**src/rtl/gf_inv_pkg.sv**
```systemverilog
package gf_inv_pkg;
  localparam int DEF_WIDTH = 8;
  localparam logic [DEF_WIDTH:0] DEF_POLY = 9'h11B;

  typedef enum logic [1:0] {
    ST_IDLE = 2'd0,
    ST_RUN  = 2'd1,
    ST_HOLD = 2'd2
  } inv_state_e;
endpackage

```
**src/rtl/gf_reduce.sv**
```systemverilog
module gf_reduce #(
  parameter int W = 8,
  parameter logic [W:0] POLY = 9'h11B
) (
  input  logic [2*W-2:0] wide_i,
  output logic [W-1:0]   narrow_o
);
  localparam int WW = 2 * W - 1;

  logic [WW-1:0] work;

  // Fold each high term back, from the top degree down.
  always_comb begin
    work = wide_i;
    for (int k = WW - 1; k >= W; k--) begin
      if (work[k]) begin
        work[k-W +: W+1] = work[k-W +: W+1] ^ POLY;
      end
    end
    narrow_o = work[W-1:0];
  end
endmodule

```
**src/rtl/gf_sqr.sv**
```systemverilog
module gf_sqr #(
  parameter int W = 8,
  parameter logic [W:0] POLY = 9'h11B
) (
  input  logic [W-1:0] a_i,
  output logic [W-1:0] sq_o
);
  localparam int WW = 2 * W - 1;

  logic [WW-1:0] spread;

  // Squaring over GF(2): cross terms cancel, so the bits only spread apart.
  for (genvar i = 0; i < W; i++) begin : g_even
    assign spread[2*i] = a_i[i];
  end
  for (genvar i = 0; i < W - 1; i++) begin : g_odd
    assign spread[2*i+1] = 1'b0;
  end

  gf_reduce #(.W(W), .POLY(POLY)) u_red (
    .wide_i   (spread),
    .narrow_o (sq_o)
  );
endmodule

```
**src/rtl/gf_mul.sv**
```systemverilog
module gf_mul #(
  parameter int W = 8,
  parameter logic [W:0] POLY = 9'h11B
) (
  input  logic [W-1:0] a_i,
  input  logic [W-1:0] b_i,
  output logic [W-1:0] p_o
);
  localparam int WW = 2 * W - 1;

  logic [WW-1:0] pp [W];
  logic [WW-1:0] raw;

  for (genvar j = 0; j < W; j++) begin : g_pp
    assign pp[j] = b_i[j] ? (WW'(a_i) << j) : '0;
  end

  always_comb begin
    raw = '0;
    for (int j = 0; j < W; j++) begin
      raw = raw ^ pp[j];
    end
  end

  gf_reduce #(.W(W), .POLY(POLY)) u_red (
    .wide_i   (raw),
    .narrow_o (p_o)
  );

  // R1 support: the multiplicative identity passes the other operand through.
  always_comb begin
    if (b_i == W'(1)) begin
      a_r1_mul_identity: assert (p_o == a_i);
    end
  end
endmodule

```
**src/rtl/gf_inv_ctrl.sv**
```systemverilog
module gf_inv_ctrl
  import gf_inv_pkg::*;
#(
  parameter int W = 8
) (
  input  logic clk,
  input  logic rst_n,
  input  logic in_valid,
  input  logic out_ready,
  output logic in_ready,
  output logic out_valid,
  output logic load_o,
  output logic step_o
);
  localparam int SW = $clog2(W) + 1;
  localparam logic [SW-1:0] LAST = SW'(W - 1);

  inv_state_e state_q;
  logic [SW-1:0] sq_cnt_q;

  assign in_ready  = (state_q == ST_IDLE);
  assign out_valid = (state_q == ST_HOLD);
  assign load_o    = in_valid && in_ready;
  assign step_o    = (state_q == ST_RUN);

  // sq_cnt_q is the number of squarings done so far.
  always_ff @(posedge clk) begin
    if (!rst_n) begin
      state_q  <= ST_IDLE;
      sq_cnt_q <= '0;
    end else begin
      case (state_q)
        ST_IDLE: if (load_o) begin
          sq_cnt_q <= SW'(1);
          state_q  <= (LAST == SW'(1)) ? ST_HOLD : ST_RUN;
        end
        ST_RUN: begin
          sq_cnt_q <= sq_cnt_q + SW'(1);
          if (sq_cnt_q + SW'(1) == LAST) state_q <= ST_HOLD;
        end
        ST_HOLD: if (out_ready) state_q <= ST_IDLE;
        default: state_q <= ST_IDLE;
      endcase
    end
  end

  // Independent cycle counter for the latency check.
  int unsigned since_q;
  always_ff @(posedge clk) begin
    if (!rst_n) since_q <= 0;
    else if (load_o) since_q <= 1;
    else if (step_o) since_q <= since_q + 1;
  end

  a_r2_latency: assert property (@(posedge clk) disable iff (!rst_n)
    $rose(out_valid) |-> since_q == unsigned'(W - 1));

  a_r3_busy_after_accept: assert property (@(posedge clk) disable iff (!rst_n)
    (in_valid && in_ready) |=> !in_ready);

  a_r6_valid_hold: assert property (@(posedge clk) disable iff (!rst_n)
    (out_valid && !out_ready) |=> out_valid);
endmodule

```
**src/rtl/gf_fermat_inv.sv**
```systemverilog
module gf_fermat_inv
  import gf_inv_pkg::*;
#(
  parameter int P_WIDTH = DEF_WIDTH,
  parameter logic [P_WIDTH:0] P_POLY = DEF_POLY
) (
  input  logic               clk,
  input  logic               rst_n,
  input  logic               in_valid,
  output logic               in_ready,
  input  logic [P_WIDTH-1:0] in_data,
  output logic               out_valid,
  input  logic               out_ready,
  output logic [P_WIDTH-1:0] out_result,
  output logic               out_err
);
  logic load, step;
  logic [P_WIDTH-1:0] pow_q, acc_q, sq_in, sq_out, prod;
  logic err_q;

  gf_inv_ctrl #(.W(P_WIDTH)) u_ctrl (
    .clk       (clk),
    .rst_n     (rst_n),
    .in_valid  (in_valid),
    .out_ready (out_ready),
    .in_ready  (in_ready),
    .out_valid (out_valid),
    .load_o    (load),
    .step_o    (step)
  );

  assign sq_in = load ? in_data : pow_q;

  gf_sqr #(.W(P_WIDTH), .POLY(P_POLY)) u_sqr (
    .a_i  (sq_in),
    .sq_o (sq_out)
  );

  gf_mul #(.W(P_WIDTH), .POLY(P_POLY)) u_mul (
    .a_i (acc_q),
    .b_i (sq_out),
    .p_o (prod)
  );

  // The first square seeds the accumulator; each later square is multiplied in.
  always_ff @(posedge clk) begin
    if (!rst_n) begin
      pow_q <= '0;
      acc_q <= '0;
      err_q <= 1'b0;
    end else if (load) begin
      pow_q <= sq_out;
      acc_q <= sq_out;
      err_q <= (in_data == '0);
    end else if (step) begin
      pow_q <= sq_out;
      acc_q <= prod;
    end
  end

  assign out_result = acc_q;
  assign out_err    = err_q;

  a_r6_result_stable: assert property (@(posedge clk) disable iff (!rst_n)
    (out_valid && !out_ready) |=> ($stable(out_result) && $stable(out_err)));

  a_r4_zero_result: assert property (@(posedge clk) disable iff (!rst_n)
    (out_valid && out_err) |-> (out_result == '0));

  a_r5_nonzero_inverse: assert property (@(posedge clk) disable iff (!rst_n)
    (out_valid && !out_err) |-> (out_result != '0));
endmodule

```
**config.mk**
```make
export PLATFORM = sky130hd
export DESIGN_NAME = gf_fermat_inv
export DESIGN_NICKNAME = d
export VERILOG_FILES = /design/src/rtl/gf_inv_pkg.sv /design/src/rtl/gf_reduce.sv /design/src/rtl/gf_sqr.sv /design/src/rtl/gf_mul.sv /design/src/rtl/gf_inv_ctrl.sv /design/src/rtl/gf_fermat_inv.sv
export SDC_FILE = /design/constraint.sdc
export NUM_CORES = 1
export LEC_CHECK = 0
export ABC_AREA = 1
export ABC_CLOCK_PERIOD_IN_PS = 6060
export CORE_MARGIN = 2
export CORE_UTILIZATION = 35
export DETAILED_ROUTE_END_ITERATION = 16
export PLACE_DENSITY = 0.51
export SLEW_MARGIN = 10
export SYNTH_ARGS = -nofsm -noshare
export SYNTH_HDL_FRONTEND = slang
export SYNTH_HIERARCHICAL = 1
export SYNTH_SLANG_ARGS = --single-unit
```
**constraint.sdc**
```tcl
create_clock -name clk -period 6.06 [get_ports clk]
set_clock_uncertainty 0.15 [all_clocks]
set_input_delay 1.818 -clock clk [delete_from_list [all_inputs] [get_ports clk]]
set_output_delay 1.818 -clock clk [all_outputs]
set_load 0.03 [all_outputs]
```
# Word-level counts from Yosys, hierarchy flattened

Index checks and enable logic that the tools add are counted.
Widths: inputs -> output; s select.

Equal/unequal tests: 6
Mux-type cells: 33
Add/subtract/negate cells: 1
Bitwise logic cells: 21
Reduce and logical (&&, ||, !) cells: 7

Operators by type and width:

| kind                | count |
|---|---|
| $xor 15x15->15      | 5 |
| $mux 5              | 14 |
| $not 4->4           | 14 |
| $mux 8              | 6 |
| $mux 15             | 1 |
| $xor 15x12->15      | 1 |
| $xor 15x13->15      | 1 |
| $mux 14             | 1 |
| $mux 13             | 1 |
| $mux 12             | 1 |
| $mux 11             | 1 |
| $mux 10             | 1 |
| $mux 9              | 1 |
| $logic_not 8->1     | 1 |
| $pmux 4 s2          | 1 |
| $mux 2              | 3 |
| $pmux 2 s3          | 1 |
| $add 4x1->4 const B | 1 |
| $eq 4x3->1 const B  | 1 |
| $mux 4              | 1 |
| $ne 2x1->1 const B  | 2 |
| $reduce_bool 2->1   | 2 |
| $reduce_and 3->1    | 1 |
| $eq 2x1->1 const B  | 1 |
| other kinds (5)     | 5 |

Bits of input ports: 12
Logic and storage cells: 73
Bits in registers: 23
Output and inout bits: 11

# Logic depth before layout (Yosys ltp)

Depth in word-level cells: 41
Gate-level depth with buffers: 32
Gate-level depth less buffers: 30

# By module

The synthesis kept the hierarchy.

By module, submodules not included:

| module        | cells each | area each (um^2) | times used | sequential area each (um^2) |
|---|---|---|---|---|
| gf_mul        | 206        | 1159.9           | 1          | 0.0 |
| gf_fermat_inv | 115        | 814.5            | 1          | 340.3 |
| gf_reduce     | 68         | 359.1            | 2          | 0.0 |
| gf_inv_ctrl   | 54         | 354.1            | 1          | 120.1 |
| gf_sqr        | 1          | 3.8              | 1          | 0.0 |

# Worst setup path after synthesis

Ideal clock, no wire load.

Path kind: input to register
From: input port in_valid
To: register acc_q[4], in the netlist out_result[4]
Data arrival time: 4.535 ns
Setup slack: 1.258 ns
Stages: 23
Required time: 5.792 ns
Path through: nand2_1 inv_1 inv_2 buf_2 o21ai_0 inv_1 nand2_1 nand2_2 xor2_1 nand2_1 nand2_1 buf_6 nand2_1 xor2_1 xnor2_1 xor2_1 inv_1 nand2_1 nand2_1 nand2_1 nand2_1 nor3_1 nor2_1

Elaborated cells between the ends (all ways): 47
Those cells by class: 25 x mux; 20 x bitwise; 2 x reduce/logical

RTL lines:

| item                       | RTL line            | source |
|---|---|---|
| from (decl)                | gf_fermat_inv.sv:9  | `input logic in_valid,` |
| $logic_and 1x1->1 *        | gf_inv_ctrl.sv:23   | `assign load_o = in_valid && in_ready;` |
| net load                   | gf_fermat_inv.sv:17 | `logic load, step;` |
| $mux 8 *                   | gf_fermat_inv.sv:32 | `assign sq_in = load ? in_data : pow_q;` |
| net sq_in[5]               | gf_fermat_inv.sv:18 | `logic [P_WIDTH-1:0] pow_q, acc_q, sq_in, sq_out, prod;` |
| $not 4->4 (no source line) | n/a                 |  |
| $mux 5 * (2 in a row)      | gf_reduce.sv:16     | `if (work[k]) begin` |
| $not 4->4 (no source line) | n/a                 |  |
| $mux 5 *                   | gf_reduce.sv:16     |  |
| net sq_out[5]              | gf_fermat_inv.sv:18 |  |
| [4 not listed]             | n/a                 |  |
| net u_mul.raw[11]          | gf_mul.sv:12        | `logic [WW-1:0] raw;` |
| $mux 5 * (2 in a row)      | gf_reduce.sv:16     |  |
| $not 4->4 (no source line) | n/a                 |  |
| $mux 5 *                   | gf_reduce.sv:16     |  |
| $not 4->4 (no source line) | n/a                 |  |
| $mux 5 *                   | gf_reduce.sv:16     |  |
| net prod[4]                | gf_fermat_inv.sv:18 |  |
| $mux 8 *                   | gf_fermat_inv.sv:55 | `end else if (step) begin` |
| $mux 8 *                   | gf_fermat_inv.sv:51 | `end else if (load) begin` |
| to (signal assigned)       | gf_fermat_inv.sv:53 | `acc_q <= sq_out;` |
| to (signal assigned)       | gf_fermat_inv.sv:57 | `acc_q <= prod;` |
| to (decl)                  | gf_fermat_inv.sv:18 |  |

The timed path passes the listed nets; every way through them passes the cells marked *. The select of a mux whose other input is x is not followed.
A chain may end at the register's enable or synchronous reset.

# Worst setup path in the final report

From: input port in_valid
To: register acc_q[2], in the netlist out_result[2]

Elaborated cells between the ends (all ways): 43
Those cells by class: 23 x mux; 18 x bitwise; 2 x reduce/logical

RTL lines:

| item                       | RTL line |
|---|---|
| $logic_and 1x1->1 *        | gf_inv_ctrl.sv:23 |
| net load                   | gf_fermat_inv.sv:17 |
| $mux 8 *                   | gf_fermat_inv.sv:32 |
| net sq_in[5]               | gf_fermat_inv.sv:18 |
| $not 4->4 (no source line) | n/a |
| $mux 5 * (2 in a row)      | gf_reduce.sv:16 |
| $not 4->4 (no source line) | n/a |
| $mux 5 * (2 in a row)      | gf_reduce.sv:16 |
| net sq_out[2]              | gf_fermat_inv.sv:18 |
| [7 not listed]             | n/a |
| net u_mul.raw[9]           | gf_mul.sv:12 |
| $not 4->4 (no source line) | n/a |
| $mux 5 *                   | gf_reduce.sv:16 |
| $not 4->4 (no source line) | n/a |
| $mux 5 * (3 in a row)      | gf_reduce.sv:16 |
| net prod[2]                | gf_fermat_inv.sv:18 |
| $mux 8 *                   | gf_fermat_inv.sv:55 |
| $mux 8 *                   | gf_fermat_inv.sv:51 |

Marked as above.

==> reports/qor.csv <==
stage,metric,value,unit
route,drt-vias-per-instance,4.52,
setup_path,reg2reg_slack,2110,ps
clocking,hold_buffers,0,
sta,maxSlewViolCount,0,
floorplanning,start_util,35.5,%
grt,first_global_vias,2716,
clocking,cts_buffers,3,
power,p_int,0.699,mW
clocking,clock-sinks,23,
power,pwr-share-comb,77.9,%
final_layout,layout.nets,554,
final_layout,final_cell_mix,"nand2_1 (187), inv_1 (62), xor2_1 (36)",
grt,groute.usage.overall,16.4,%
power,switchingPower,0.883,mW
grt,grt_antenna_before_repair,0,
grt,grt_start_max_net_pins,24,
power,clkPwrFrac,6.1,%
final_layout,num-fill-cells,955,
final_layout,drive_above_1_share,8.91,%
setup_path,setup.worst_path.class,in -> reg,
logic_synthesis,synth_edf_count,0,
placed_design,gp_congestion,0.823,
floorplanning,rows,34,
grt,grt_pass1_wl,12900,µm
clocking,post_cts_buffers,0,
clocking,cts_resized,0,
logic_synthesis,netlist_top_cells_area,"nand2_1 (23%), dfxtp_1 (15%), xor2_1 (10%)",
final_layout,antenna_cells,0,
route,highest-signal-layer,met4,
final_layout,mostFrequentLayoutCell,nand2_1,
placed_design,port_buffers,22,
route,wl_met3,249,µm
sta,tightestPinTransition,759,ps
route,wl_per_cell,11.7,µm
logic_synthesis,yosysTopAreaCell,nand2_1,
logic_synthesis,ys_seq_area_share,15.1,%
outcome,status,"finished, final reports clean",
logic_synthesis,postSynthAreaPerCell,5.96,µm²
placed_design,placedCellCount,643,
setup_path,endpoint_kind,register,
route,via_count,2923,
clocking,cts_root_buffer,clkbuf_8,
hold_path,hp-class,reg -> reg,
logic_synthesis,ys_warn_count,6,
clocking,cts_htree_levels,1,
route,drt_first_pass_iters,4,
floorplanning,die_x,97.4,µm
setup_path,worstPathRequired,6070,ps
sta,rsz0062_at_grt,false,
route,wirelength,7570,µm
sta,setup_tns,0,ps
sta,fin_crit,5470,ps
logic_synthesis,synth_cells,512,
setup_path,cp_max_fo,16,
sta,finalHoldViolCount,0,
clocking,clk_path_buf_depth,2,
route,dr_wl_met2,3580,µm
placed_design,hpwlAfterDp,5800,µm
floorplanning,die_y,97.4,µm
job,cap_violations,0,
logic_synthesis,synth_top_area_share,23.0,%
power,swShare,55.8,%
power,peakVddDrop,153,µV
power,cellLeakagePower,1.63,nW
logic_synthesis,synth-main-ff-cell,dfxtp_1,
route,drtAntennaViolNets,0,
sta,fmaxAchievable,183,MHz
setup_path,reg2regPathDepth,26,
clocking,clk_pin_slew_worst_paths,80,ps
final_layout,layout.cells.non_filler,647,
route,drt_iter0_markers,108,
sta,finalSetupViolations,0,
floorplanning,coreArea,0.00859,mm²
logic_synthesis,ys_ff_latch,23,
sta,slew_headroom,49.0,%
sta,timing.final.crit_share,90.3,%
clocking,clock_latency,260,ps
setup_path,critPathArrivalTime,5490,ps
grt,overflow,0,
route,drt-met1-wl,3680,µm
clocking,cts_tree,done,
logic_synthesis,async_flop_share,0,%
setup_path,start_kind,input pin,
logic_synthesis,syn_area,0.00305,mm²
route,drc,0,
power,power.density,476,mW/mm²
power,seqPwrFrac,16.0,%
final_layout,syn2layout_area_growth,9.06,%
floorplanning,pin_count,23,
logic_synthesis,ys_types,26,
floorplanning,fp.dieArea,0.00948,mm²
hold_path,hold_path_depth,2,
==> registers in the layout, indices dropped and copies added (netlist names) <==
register         count
u_ctrl/sq_cnt_q      4
out_result           8
out_err              1
u_ctrl/state_q       2
pow_q                8
==> synthesized netlist by cell type, types with 2 or more instances <==
cell type,n
nand3b_1,4
a21oi_2,2
nor2_2,2
nand4_1,2
nand2b_1,2
nor3_1,9
o21ai_1,12
nor2_1,17
o21ai_0,9
inv_2,7
dfxtp_1,23
nand2_2,23
nand3_1,31
xor2_1,36
ha_1,2
nand2_1,187
nand2_4,3
inv_1,62
xnor2_1,34
a21oi_1,20
buf_6,20
==> critical path, stage by stage <==
cell and delay (ps):
clkdlybuf4s50_1 470, nand2_1 70, inv_1 90, inv_2 120, o21ai_0 420, inv_1 110, nand2_1 90, nand2_2 80
xor2_1 200, nand2_1 80, nand2_1 380, nand2_1 190, xnor2_1 190, nand2_1 80, nand2_1 70, nand2_1 50
nand2_1 110, inv_1 60, nand2_2 70, nand3_1 120, nand2_2 170, inv_1 80, nand2_1 70, nand2_1 70
nor3_1 170, nor2_1 60
==> cell families after synthesis <==
kind of cell | after synthesis | synth area share [%]
AO/OA/AOI/OAI | 44 | 7.55
XOR/XNOR | 70 | 20.1
adder cells (fa/ha/maj) | 2 | 0.820
buffers and inverters | 90 | 16.0
flip-flops | 23 | 15.1
other | 1 | 0.123
AND/OR/NAND/NOR | 282 | 40.3
==> power by group through the flow <==
stage	Combinational (mW)	Clock, mW	Sequential [mW]
CTS	1.24	0.0999	0.255
detailed placement	1.23	0	0.258
global placement	1.22	0	0.258
global route	1.40	0.106	0.260
floorplan	1.05	0	0.232
finish	1.23	0.0960	0.254
==> worst paths after layout <==
kind,from,end
hold / removal,out_err,out_err
setup / recovery,in_valid,out_result[2]
hold reg to reg,out_err,out_err
setup reg to reg,u_ctrl/state_q[0],out_result[2]
==> routing by layer <==
layer / vias to the layer above / GRT usage [%]
li1: 1587 / -
met1: 1285 / 21.7
met2: 47 / 29.2
met3: 4 / 1.87
met4: 0 / 2.99
met5: - / 0
==> cell type report <==
cell class | instances | area [µm²] | share of cell area, %
Clock buffer | 3 | 41.3 | 1.24
Clock inverter | 1 | 5.00 | 0.150
Inverter | 69 | 259 | 7.78
Multi-Input combinational cell | 415 | 2160 | 64.9
Sequential cell | 23 | 460 | 13.8
Tap cell | 108 | 135 | 4.06
Timing Repair Buffer | 28 | 265 | 7.97
==> through the flow <==
stage          total power, mW  setup slack [ps]  utilization (%)  cell area, µm²  hold WS, ps
6_report                  1.58               587             38.7            3330          318
5_1_grt                   1.77               140             38.7            3330          335
4_1_cts                   1.59               553             38.7            3330          322
3_5_place_dp              1.49               259             38.2            3280          310
3_3_place_gp              1.48               358             38.2            3280          317
2_1_floorplan             1.29              1260                -            3110          302
(Power assumes the default switching activity.)
